[src/rtl/ddr_init_seq.sv]
module ddr_init_seq #(
  parameter int ADDR_W = 13,
  parameter int T_PWR  = 20000,
  parameter int T_RP   = 3,
  parameter int T_MRD  = 2,
  parameter int T_RFC  = 15,
  parameter int T_DLL  = 200,
  parameter logic [ADDR_W-1:0] EMR_VAL = '0,
  parameter logic [ADDR_W-1:0] MR_VAL  = ADDR_W'(12'h062)
) (
  input  logic              clk,
  input  logic              rst_n,
  output logic              cke,
  output logic              cs_n,
  output logic              ras_n,
  output logic              cas_n,
  output logic              we_n,
  output logic [1:0]        ba,
  output logic [ADDR_W-1:0] addr,
  output logic              init_done,
  output logic              read_ok
);
  localparam int G1   = (T_RP > T_MRD) ? T_RP : T_MRD;
  localparam int G2   = (G1 > T_RFC) ? G1 : T_RFC;
  localparam int TMAX = (G2 > T_PWR) ? G2 : T_PWR;
  localparam int CW   = $clog2(TMAX + 1);
  localparam int DW   = $clog2(T_DLL + 1);

  localparam logic [3:0] C_NOP = 4'b0111;
  localparam logic [3:0] C_PRE = 4'b0010;
  localparam logic [3:0] C_REF = 4'b0001;
  localparam logic [3:0] C_LMR = 4'b0000;

  typedef enum logic [3:0] {
    S_PWR, S_NOP, S_PRE1, S_EMR, S_MRR, S_PRE2, S_REF1, S_REF2, S_MRS, S_DONE
  } st_t;

  st_t          st;
  logic         hold;
  logic [CW-1:0] cnt;
  logic         armed;
  logic [DW-1:0] dcnt;
  int           gap;
  logic [3:0]   cmd;

  always_comb begin
    case (st)
      S_PRE1, S_PRE2:      gap = T_RP;
      S_EMR, S_MRR, S_MRS: gap = T_MRD;
      S_REF1, S_REF2:      gap = T_RFC;
      default:             gap = 1;
    endcase
  end

  always_ff @(posedge clk) begin
    if (!rst_n) begin
      st   <= S_PWR;
      hold <= 1'b1;
      cnt  <= CW'(T_PWR - 1);
    end else if (st != S_DONE) begin
      if (hold) begin
        if (cnt == '0) begin
          hold <= 1'b0;
          st   <= st_t'(st + 4'd1);
        end else begin
          cnt <= cnt - 1'b1;
        end
      end else if (gap > 1) begin
        hold <= 1'b1;
        cnt  <= CW'(gap - 2);
      end else begin
        st <= st_t'(st + 4'd1);
      end
    end
  end

  // DLL lock window, opened by the DLL-reset load cycle
  always_ff @(posedge clk) begin
    if (!rst_n) begin
      armed <= 1'b0;
      dcnt  <= '0;
    end else if (st == S_MRR && !hold) begin
      armed <= 1'b1;
      dcnt  <= DW'(T_DLL - 1);
    end else if (armed && dcnt != '0) begin
      dcnt <= dcnt - 1'b1;
    end
  end

  always_comb begin
    cmd  = C_NOP;
    ba   = 2'b00;
    addr = '0;
    if (!hold) begin
      case (st)
        S_PRE1, S_PRE2: begin cmd = C_PRE; addr[10] = 1'b1; end
        S_EMR:          begin cmd = C_LMR; ba = 2'b01; addr = EMR_VAL; end
        S_MRR:          begin cmd = C_LMR; addr = MR_VAL; addr[8] = 1'b1; end
        S_REF1, S_REF2: cmd = C_REF;
        S_MRS:          begin cmd = C_LMR; addr = MR_VAL; addr[8] = 1'b0; end
        default:        cmd = C_NOP;
      endcase
    end
  end

  assign {cs_n, ras_n, cas_n, we_n} = cmd;
  assign cke       = (st != S_PWR);
  assign init_done = (st == S_DONE);
  assign read_ok   = armed && (dcnt == '0);
endmodule

[config.mk]
export PLATFORM = sky130hd
export DESIGN_NAME = ddr_init_seq
export DESIGN_NICKNAME = d
export VERILOG_FILES = /design/src/rtl/ddr_init_seq.sv
export SDC_FILE = /design/constraint.sdc
export NUM_CORES = 1
export LEC_CHECK = 0
export BUFFER_PORTS_ARGS = -buffer_cell sky130_fd_sc_hd__clkbuf_2
export CAP_MARGIN = 5
export CORE_MARGIN = 2
export CORE_UTILIZATION = 25
export CTS_CLUSTER_SIZE = 8
export DETAILED_ROUTE_END_ITERATION = 12
export PLACE_DENSITY = 0.45
export SYNTH_ARGS = -nofsm -noshare
export SYNTH_HDL_FRONTEND = slang
export SYNTH_SLANG_ARGS = --single-unit
[constraint.sdc]
create_clock -name clk -period 3.7 [get_ports clk]
set_clock_uncertainty 0.05 [all_clocks]
set_input_delay 0.74 -clock clk [delete_from_list [all_inputs] [get_ports clk]]
set_output_delay 0.74 -clock clk [all_outputs]
set_load 0.02 [all_outputs]
Yosys cells after proc, flatten, opt, wreduce, memory -nomap -nowiden
Index checks and enable logic that the tools add are counted.
{"block": "classes", "addsub": 4, "n_lt_le_gt_ge": 1, "eq_ne": 12, "muxes": 19, "bitwise": 1, "reduce_logical": 16}
{"cell": "15-bit 2-to-1 mux", "count": 3}
{"cell": "32-bit by 2-bit greater-than comparator with 1-bit output, second input constant", "count": 1}
{"cell": "9-bit case mux with 2 select lines", "count": 1}
{"cell": "4-bit by 3-bit equality test with 1-bit output, second input constant", "count": 4}
{"cell": "8-bit 2-to-1 mux", "count": 2}
{"cell": "15-bit zero test", "count": 1}
{"cell": "15-bit by 1-bit subtractor with 15-bit output, second input constant", "count": 1}
{"cell": "15-bit by 3-bit subtractor with 15-bit output, second input constant", "count": 1}
{"cell": "4-bit 2-to-1 mux", "count": 3}
{"cell": "4-bit case mux with 3 select lines", "count": 1}
{"cell": "11-bit 2-to-1 mux", "count": 1}
{"cell": "3-bit case mux with 3 select lines", "count": 1}
{"cell": "4-bit by 2-bit equality test with 1-bit output, second input constant", "count": 2}
{"cell": "4-bit equality test, second input constant", "count": 2}
{"cell": "8-bit zero test", "count": 1}
{"cell": "8-bit nonzero test", "count": 1}
{"cell": "8-bit by 1-bit subtractor with 8-bit output, second input constant", "count": 1}
{"cell": "1-bit 2-to-1 mux", "count": 6}
{"cell": "3-bit AND reduction", "count": 2}
{"cell": "2-bit OR reduction", "count": 3}
{"cell": "4-bit by 1-bit adder with 4-bit output, second input constant", "count": 1}
{"cell": "2-bit inequality test, second input constant", "count": 2}
{"cell": "4-bit inequality test, second input constant", "count": 1}
{"cell": "2-bit nonzero test", "count": 2}
{"cell": "other kinds (7)", "count": 9}
{"block": "totals", "regBits": 29, "input_bits": 2, "out_inout_bits": 22}

Logic depth before layout (Yosys ltp)
Gate-level depths: netlist of run 1.
{"block": "depth", "depth_word": 6, "depth_mapped": 7, "ltp_nobuf": 7}

Worst setup path before layout of run 1
No wires, ideal clock.
{"block": "synth_path", "kind": "reg2out", "startpoint": "register hold", "endpoint": "output port addr[5]", "arrival_ps": 1748, "slack_ps": 1162, "path_stages_with_launch": 5, "cell_sequence": "dfxtp_1 > clkbuf_1 > clkbuf_1 > nor3b_1 > buf_4"}
{"block": "synth_via", "elab_chain_cells": 1}
{"element": "start, declared", "line": "39", "text": "logic hold;"}
{"element": "start signal, assigned", "line": "58", "text": "hold <= 1'b1;"}
{"element": "start signal, assigned", "line": "63", "text": "hold <= 1'b0;"}
{"element": "start signal, assigned", "line": "69", "text": "hold <= 1'b1;"}
{"element": "11-bit 2-to-1 mux", "line": "94", "text": "if (!hold) begin"}
{"element": "end, declared", "line": "19", "text": "output logic [ADDR_W-1:0] addr,"}
Every way passes these cells.

Final worst setup path of run 1
{"block": "layout_path", "startpoint": "register st[0]", "endpoint": "output port we_n"}
{"block": "layout_via", "elab_chain_cells": 4}
{"element": "start, declared", "line": "38", "text": "st_t st;"}
{"element": "start signal, assigned", "line": "64", "text": "st <= st_t'(st + 4'd1);"}
{"element": "start signal, assigned", "line": "72", "text": "st <= st_t'(st + 4'd1);"}
{"element": "4-bit by 3-bit equality test with 1-bit output (tied with other cells)", "line": "95", "text": "case (st)"}
{"element": "3-bit OR reduction (no source line) / 2-bit OR reduction (equally long branches)"}
{"element": "3-bit case mux with 3 select lines *", "line": "95"}
{"element": "3-bit 2-to-1 mux *", "line": "94"}
{"element": "end, declared", "line": "17", "text": "output logic we_n,"}
Every way passes the cells marked *; elsewhere a longest branch is shown, timed or not.

==> flow_summary.toml, run 1 <==
[global_route]
antenna_found_initial = 0
grt-ovfl-total = 0
grt_pass1_vias = 1457
grt_pass1_wl_um = 7250
grt_max_degree = 20
gr-usage-all-layers_pct = 10.9

[floorplanning]
ios = 24
fp.dieW_um = 90.2
die-area_um2 = 8140
initial_core_util_pct = 25.8
core_area_um2 = 7210
die_h_um = 90.2
row_count = 31

[synth]
netlist_instances = 221
synth_ff_type = "dfxtp_1"
avgSynthCellArea_um2 = 8.41
synth_top_area_share_pct = 31.2
netlist_area_um2 = 1860
yosysSeqAreaShare_pct = 31.2
yosys.area.top_type = "dfxtp_1"
synth_cell_types = 54
ys_seq_elements = 29
synthArstFlopShare_pct = 0
ys_warn_count = 0
synth_edf_count = 0
ys_top_cells_by_area = "dfxtp_1 (31%), buf_4 (5.2%), ha_1 (4.7%)"

[worst_setup_path]
endpoint = "we_n"
startpoint_type = "flip-flop"
rr_worst_depth = 7
r2r-start = "st[0]"
cp_max_fo = 7
crit_chain = "inv_1 > ha_1 > o22ai_1 > a221oi_2 > o21ai_1 > clkbuf_2"
crit_path_start = "st[0]"
arrival_ns = 2.15
worstPathRequired_ns = 2.91
timing.rr.end = "cnt[4]"
endpoint_kind = "primary output"
critical_path_class = "reg -> out"
cpPeakStageDelay_ns = 0.64
r2r_slack_ns = 1.18
critPathSlowestCell = "a221oi_2"

[clock_tree]
cts_buffers = 5
path_clk_slew_ns = 0.06
cts_buffer_depth = 2
cts-root-buf = "clkbuf_8"
cts_hold_buf = 0
cts_setup_buffers = 0
ctsResizeCount = 0
clock_latency_ns = 0.27
cts_tree = "built"
htree_levels = 2
clock_sinks = 29

[power_and_ir_drop]
max-vdd-ir-drop_mv = 0.130
power_density_nw_per_um2 = 291
p_leak_nw = 0.789

[layout]
fillers = 804
antennaDiodeCount = 0
synthToLayoutAreaGrowth_pct = 10.1
final_cell_mix = "dfxtp_1 (29), nor2_1 (16), a21oi_1 (15)"
fin_area_um2 = 2050
utilization_pct = 28.4
drive_above_1_share_pct = 14.7
final-instance-count-excl-fill = 331
layout.nets = 240
final_common_cell = "dfxtp_1"

[timing]
worst_slew_pin_slew_ns = 0.687
tns_ns = 0
final_max_slew_viol_count = 0
finalSetupViolCount = 0
hold_viol = 0
max_freq_ghz = 0.340
min_period_ns = 2.94
relSlewSlack_pct = 54.2
finalCritPeriodShare_pct = 79.5
rsz0062_at_grt = "no"
fin_ws_ns = 0.758

[placed_design]
place_inst = 323
io_buffers = 13
dp_slack_ns = 1.05
hpwl_um = 3090
postPlaceCellArea_um2 = 1960
gp_congestion = 0.765

[min_path]
min_path_type = "reg -> reg"
hold_start = "armed"

[routing]
drt-pass1-iter-count = 4
via_count = 1600
drt_wl_total_um = 4340
drtIter0Drc = 67
wl_per_cell_um = 13.1
drc = 0
final_antenna_net_count = 0
viasPerCell = 4.83

[flow_run]
drv_cap = 0

[run_status]
status = "complete, no violations"
-- worst min path at each step --
stage,endpoint,slack (ns),depth (start not counted)
floorplan,armed,0.41,2
global placement,armed,0.43,2
detailed placement,armed,0.43,2
CTS,armed,0.44,2
global route,armed,0.47,2
finish,armed,0.44,2
-- layer usage --
| layer | track usage, % | part of all wire, % |
|---|---|---|
| met4 | 3.46 | 0.85 |
| met5 | 0 | 0 |
| met2 | 16.9 | 45 |
| met3 | 2.85 | 3.7 |
| met1 | 14.7 | 51 |
-- cells in the mapped netlist, types with 4 or more instances --
master / number
xnor2_1: 6
nand4_1: 7
nand2_1: 9
nor3_1: 12
nand2b_1: 4
inv_1: 10
o21ai_1: 9
dfxtp_1: 29
or4_1: 4
o21ai_0: 4
ha_1: 7
nand3_1: 10
buf_4: 13
or3_1: 7
a21oi_1: 15
clkbuf_1: 6
nor2_1: 16
-- registers in the layout, indices dropped and copies added, names as in the netlist --
register	flops
st	4
cnt	15
armed	1
dcnt	8
hold	1
-- power breakdown --
group,internal (mW),switching (mW),total [mW],leakage (nW)
logic,0.00635,0.0207,0.0270,0.509
registers,0.315,0.00320,0.318,0.234
clock network,0.130,0.120,0.250,0.0450
-- cells by family after synthesis --
| kind of cell | after synthesis | synth area share [%] |
|---|---|---|
| AND/OR/NAND/NOR | 87 | 28.1 |
| AO/OA/AOI/OAI | 53 | 20.8 |
| buffers and inverters | 32 | 9.15 |
| flip-flops | 29 | 31.2 |
| XOR/XNOR | 9 | 4.24 |
| adder cells (fa/ha/maj) | 7 | 4.71 |
| multiplexers | 3 | 1.62 |
| other | 1 | 0.202 |
-- through the flow --
stage	power (mW)	hold WS, ns
2_1_floorplan	0.355	0.409
4_1_cts	0.605	0.442
3_5_place_dp	0.352	0.432
5_1_grt	0.625	0.470
6_report	0.596	0.437
3_3_place_gp	0.352	0.428
-- critical path, delay by kind of cell (launching register included) --
family | cells | cell delay, ns
compound gates | 3 | 1.01
fa+ha+maj | 1 | 0.21
buf+inv | 2 | 0.30
flops | 1 | 0.36
-- final cells by class --
| type | instances | area [um2] | share of cell area [%] |
|---|---|---|---|
| Clock buffer | 6 | 72.6 | 3.55 |
| Timing Repair Buffer | 14 | 72.6 | 3.55 |
| Inverter | 12 | 45.0 | 2.20 |
| Sequential cell | 29 | 581 | 28.4 |
| Multi-Input combinational cell | 169 | 1140 | 55.8 |
| Clock inverter | 2 | 10.0 | 0.489 |
| Tap cell | 99 | 124 | 6.05 |
(Power assumes the default switching activity.)
==> inputs of run 2 (changes only) <==
- PLACE_DENSITY: 0.45 -> 0.46
- clock period: 3.7 -> 2.45 ns (I/O delays scaled with it)
==> run 2 against run 1 <==
  * Largest cell class unchanged
  * Cell area is 9.1% higher
  * Utilization is 2.6 points higher
  * Non-clock buffer count is 16 higher
  * Setup slack worse by 0.68 ns
  * Cell count is 4.8% higher
  * Wire length is 6.2% higher
  * Global-route usage is 0.96 points higher
  * Sequential share of layout area is 2.3 points lower
  * Critical path type unchanged
==> flow_summary.toml, run 2 (synthesis results as in run 1) <==
[floorplanning]
die_h_um = 90.2
ios = 24
initial_core_util_pct = 25.8
core_area_um2 = 7210
fp.dieW_um = 90.2
row_count = 31
die-area_um2 = 8140

[worst_setup_path]
worstPathRequired_ns = 1.91
endpoint_kind = "primary output"
crit_chain = "inv_2 > ha_2 > o22ai_1 > a221oi_4 > buf_4 > nor2_1 > clkbuf_2"
cpPeakStageDelay_ns = 0.40
cp_max_fo = 5
critPathSlowestCell = "a221oi_4"
r2r_slack_ns = 0.18
arrival_ns = 1.83
critical_path_class = "reg -> out"
startpoint_type = "flip-flop"

[timing]
min_period_ns = 2.37
worst_slew_pin_slew_ns = 0.496
hold_viol = 0
finalSetupViolCount = 0
max_freq_ghz = 0.421
relSlewSlack_pct = 66.7
fin_ws_ns = 0.0753
final_max_slew_viol_count = 0
finalCritPeriodShare_pct = 96.9

[routing]
drc = 0
drt-pass1-iter-count = 4
via_count = 1671
viasPerCell = 4.82
final_antenna_net_count = 0
wl_per_cell_um = 13.3
drt_wl_total_um = 4610
drtIter0Drc = 101

[layout]
utilization_pct = 31.0
largest_registers = "cnt (15), dcnt (8), st (4)"
multi_input_area_um2 = 1190
final-instance-count-excl-fill = 347
final_common_cell = "dfxtp_1"
top_register = "cnt"
largest_register_ffs = 15
seq_area_um2 = 583
drive_above_1_share_pct = 24.2
antennaDiodeCount = 0
layout.nets = 256
final_cell_mix = "dfxtp_1 (27), buf_4 (17), nor2_1 (15), a21oi_1 (15), clkbuf_2 (13)"
synthToLayoutAreaGrowth_pct = 20.1
fillers = 794

[power_and_ir_drop]
power.switching_mw = 0.218
p_int_mw = 0.741
power_density_nw_per_um2 = 429
clkPwrFrac_pct = 45.3
p_leak_nw = 0.878
max-vdd-ir-drop_mv = 0.145
p_sw_share_pct = 22.7
combPwrFrac_pct = 4.6
p_seq_share_pct = 50.1

[placed_design]
io_buffers = 13
dp_slack_ns = 0.0526
hpwl_um = 3310
gp_congestion = 0.780
place_inst = 336

[clock_tree]
path_clk_slew_ns = 0.07
cts_buffers = 5
htree_levels = 2
cts_tree = "built"
cts_buffer_depth = 2
clock_sinks = 29
clock_latency_ns = 0.27
cts-root-buf = "clkbuf_8"

[global_route]
grt_pass1_vias = 1643
grt_max_degree = 23
grt_pass1_wl_um = 7960
grt-ovfl-total = 0
antenna_found_initial = 0
gr-usage-all-layers_pct = 11.8

[flow_run]
drv_cap = 0

[min_path]
min_path_type = "reg -> reg"

[run_status]
status = "complete, no violations"
==> run 2: cell types whose count changed in the layout (fill, tap and decap cells not counted), moves of 2 or more <==
cell,change
clkbuf_8,+2
dfxtp_2,+2
dfxtp_1,-2
ha_2,+2
ha_1,-3
buf_4,+16
==> run 2: per-layer routing <==
| metal | track usage (%) | share of wire (%) | routed length [um] | up-vias |
|---|---|---|---|---|
| li1 | - | - | - | 853 |
| met1 | 16.5 | 51 | 2370 | 782 |
| met2 | 18.0 | 45 | 2090 | 34 |
| met3 | 2.85 | 3.0 | 138 | 2 |
| met4 | 3.46 | 0.46 | 21 | 0 |
| met5 | 0 | 0 | 0 | - |
==> run 2: timing repair <==
item,in CTS,in global routing
hold buffers,0,0
resized for setup,2,10
pin swaps,1,2
endpoints found under the hold margin,0,0
buffers inserted,1,2
setup endpoints to repair,1,5
==> run 2: critical path, delay by kind of cell (launching register included) <==
kind,cells,cell delay (ns)
AO/OA/AOI/OAI,2,0.54
buffers and inverters,3,0.42
flip-flops,1,0.36
adder cells (fa/ha/maj),1,0.21
AND/OR/NAND/NOR,1,0.03
==> run 2: power groups by stage <==
stage / clock (mW) / combinational [mW] / sequential, mW
after detailed placement: 0 / 0.0440 / 0.491
after global placement: 0 / 0.0443 / 0.491
after CTS: 0.450 / 0.0439 / 0.480
after global routing: 0.477 / 0.0499 / 0.481
final: 0.435 / 0.0437 / 0.481
after floorplan: 0 / 0.0463 / 0.490
==> run 2: final timing paths <==
path                            startpoint  cells past startpoint       to
worst min register to register       armed                      2    armed
worst max-delay path                 st[0]                      7    ras_n
worst min-delay path                 armed                      2    armed
worst max register to register      cnt[0]                      7  cnt[12]
==> run 2: area by class of cell <==
| cell class | instances | area share, % |
|---|---|---|
| Multi-Input combinational cell | 169 | 53.2 |
| Clock buffer | 7 | 4.31 |
| Clock inverter | 1 | 0.224 |
| Sequential cell | 29 | 26.1 |
| Tap cell | 99 | 5.55 |
| Inverter | 12 | 2.02 |
| Timing Repair Buffer | 30 | 8.63 |
==> run 2: stage by stage <==
| step | power [mW] | TNS [ns] | instance area (um2) | hold WS, ns |
|---|---|---|---|---|
| finish | 0.959 | 0 | 2230 | 0.431 |
| floorplan | 0.536 | 0 | 1890 | 0.409 |
| detailed placement | 0.535 | 0 | 2060 | 0.429 |
| global placement | 0.535 | 0 | 2060 | 0.424 |
| CTS | 0.975 | 0 | 2180 | 0.439 |
| global route | 1.01 | -0.0267 | 2230 | 0.495 |
==> inputs of run 3 (changes only) <==
- PLACE_DENSITY: 0.46 -> 0.45
- clock period: 2.45 -> 2.4 ns (I/O delays scaled with it)
==> run 3 against run 2 <==
  * Count of clock-buffer cells in the layout decreased by 2
  * Die area unchanged
  * Wire length rose by 6.2%
  * Sequential power grew 2%
  * Critical path depth down 1
  * Via count up 1.5%
  * Cell count is 1.4% higher
==> flow_summary.toml, run 3 (synthesis results as in run 1) <==
[timing]
finalCritPeriodShare_pct = 95.3
hold-worst-slack_ns = 0.434
min_period_ns = 2.29
finalSetupViolCount = 0
tns_ns = 0
hold_viol = 0
max_freq_ghz = 0.437
final_max_slew_viol_count = 0

[power_and_ir_drop]
p_leak_nw = 0.908
power_density_nw_per_um2 = 504
max-vdd-ir-drop_mv = 0.205

[placed_design]
io_buffers = 13
hpwl_um = 3380
postPlaceCellArea_um2 = 2080
gp_congestion = 0.759

[layout]
final_cell_mix = "dfxtp_1 (27), buf_4 (22), nor2_1 (16)"
fillers = 814
antennaDiodeCount = 0
fin_area_um2 = 2300
synthToLayoutAreaGrowth_pct = 24.0
top_register = "cnt"
final_common_cell = "dfxtp_1"
layout.nets = 261
drive_above_1_share_pct = 26.1
largest_register_ffs = 15
largest_registers = "cnt (15), dcnt (8), st (4)"

[floorplanning]
die_h_um = 90.2
initial_core_util_pct = 25.8
fp.dieW_um = 90.2
die-area_um2 = 8140
core_area_um2 = 7210
row_count = 31
ios = 24

[routing]
wl_per_cell_um = 13.9
viasPerCell = 4.82
final_antenna_net_count = 0
drt_wl_total_um = 4900
drtIter0Drc = 104
drt-pass1-iter-count = 4
via_count = 1696
drc = 0

[worst_setup_path]
critPathSlowestCell = "a221oi_4"
cp_num_buf_inv = 2
endpoint_kind = "primary output"
arrival_ns = 1.76
r2r_slack_ns = 0.18
worstPathRequired_ns = 1.87
critical_path_class = "reg -> out"
cpPeakStageDelay_ns = 0.39
cp_max_fo = 5
crit_chain = "inv_1 > ha_2 > o22ai_2 > a221oi_4 > o21ai_1 > clkbuf_2"
crit_family = "compound AO/OA/AOI/OAI gates"
startpoint_type = "flip-flop"

[clock_tree]
path_clk_slew_ns = 0.07
cts-root-buf = "clkbuf_8"
clock_latency_ns = 0.29
cts_tree = "built"
cts_buffers = 5
htree_levels = 2
cts_buffer_depth = 2
clock_sinks = 29
cts_hold_buf = 0

[flow_run]
drv_cap = 0

[run_status]
status = "complete, no violations"

[global_route]
grt_pass1_vias = 1598
antenna_found_initial = 0
gr-usage-all-layers_pct = 12.0
grt_pass1_wl_um = 7910
grt_max_degree = 20
grt-ovfl-total = 0

[min_path]
min_path_type = "reg -> reg"
[run 3: worst reg2reg max path: cells and delay by family, from the launching register on]
family | cells | cell delay, ns
AO/OA/AOI/OAI | 3 | 0.70
AND/OR/NAND/NOR | 2 | 0.49
flip-flops | 1 | 0.34
buffers and inverters | 2 | 0.28
adder cells (fa/ha/maj) | 1 | 0.23
[run 3: stage by stage]
step	utilization, %	total power [mW]	worst slack, ns	std cells
after floorplan	-	0.547	0.122	230
after global placement	28.9	0.548	0.0971	339
after detailed placement	28.9	0.548	0.0936	339
after CTS	31.0	1.18	-0.00154	347
after global routing	31.9	1.20	-0.0146	352
final	31.9	1.16	0.113	352
[run 3: area by class of cell]
class | count | area (um2) | share of cell area (%)
multi-input combinational | 169 | 1190 | 51.6
sequential | 29 | 583 | 25.3
timing repair buffer | 35 | 230 | 9.99
tap | 99 | 124 | 5.37
clock buffer | 5 | 68.8 | 2.99
clock inverter | 3 | 65.1 | 2.82
inverter | 12 | 45.0 | 1.95
[run 3: path summary, 6_finish.rpt]
| check | start | to | depth (start not counted) |
|---|---|---|---|
| min reg2reg | armed | armed | 2 |
| min | armed | armed | 2 |
| max | st[0] | cas_n | 6 |
| max reg2reg | cnt[0] | cnt[2] | 8 |
[run 3: power breakdown]
group,switching (mW),total [mW],internal [mW]
clock network,0.211,0.623,0.413
registers,0.00362,0.489,0.485
logic,0.0351,0.0490,0.0139
total,0.249,1.16,0.912
[run 3: timing repair]
action | CTS | global route
setup buffers | 0 | 5
resized for setup | 3 | 12
setup endpoints to repair | 1 | 9
pin swaps | 1 | 5
[run 3: metal layers]
layer | wire, um | up-vias | part of all wire, % | GRT usage (%)
met5 | 0 | - | 0 | 0
met4 | 60 | 0 | 1.2 | 4.23
met3 | 174 | 5 | 3.6 | 2.60
met2 | 2160 | 37 | 44 | 19.0
met1 | 2500 | 797 | 51 | 16.2
li1 | - | 857 | - | -
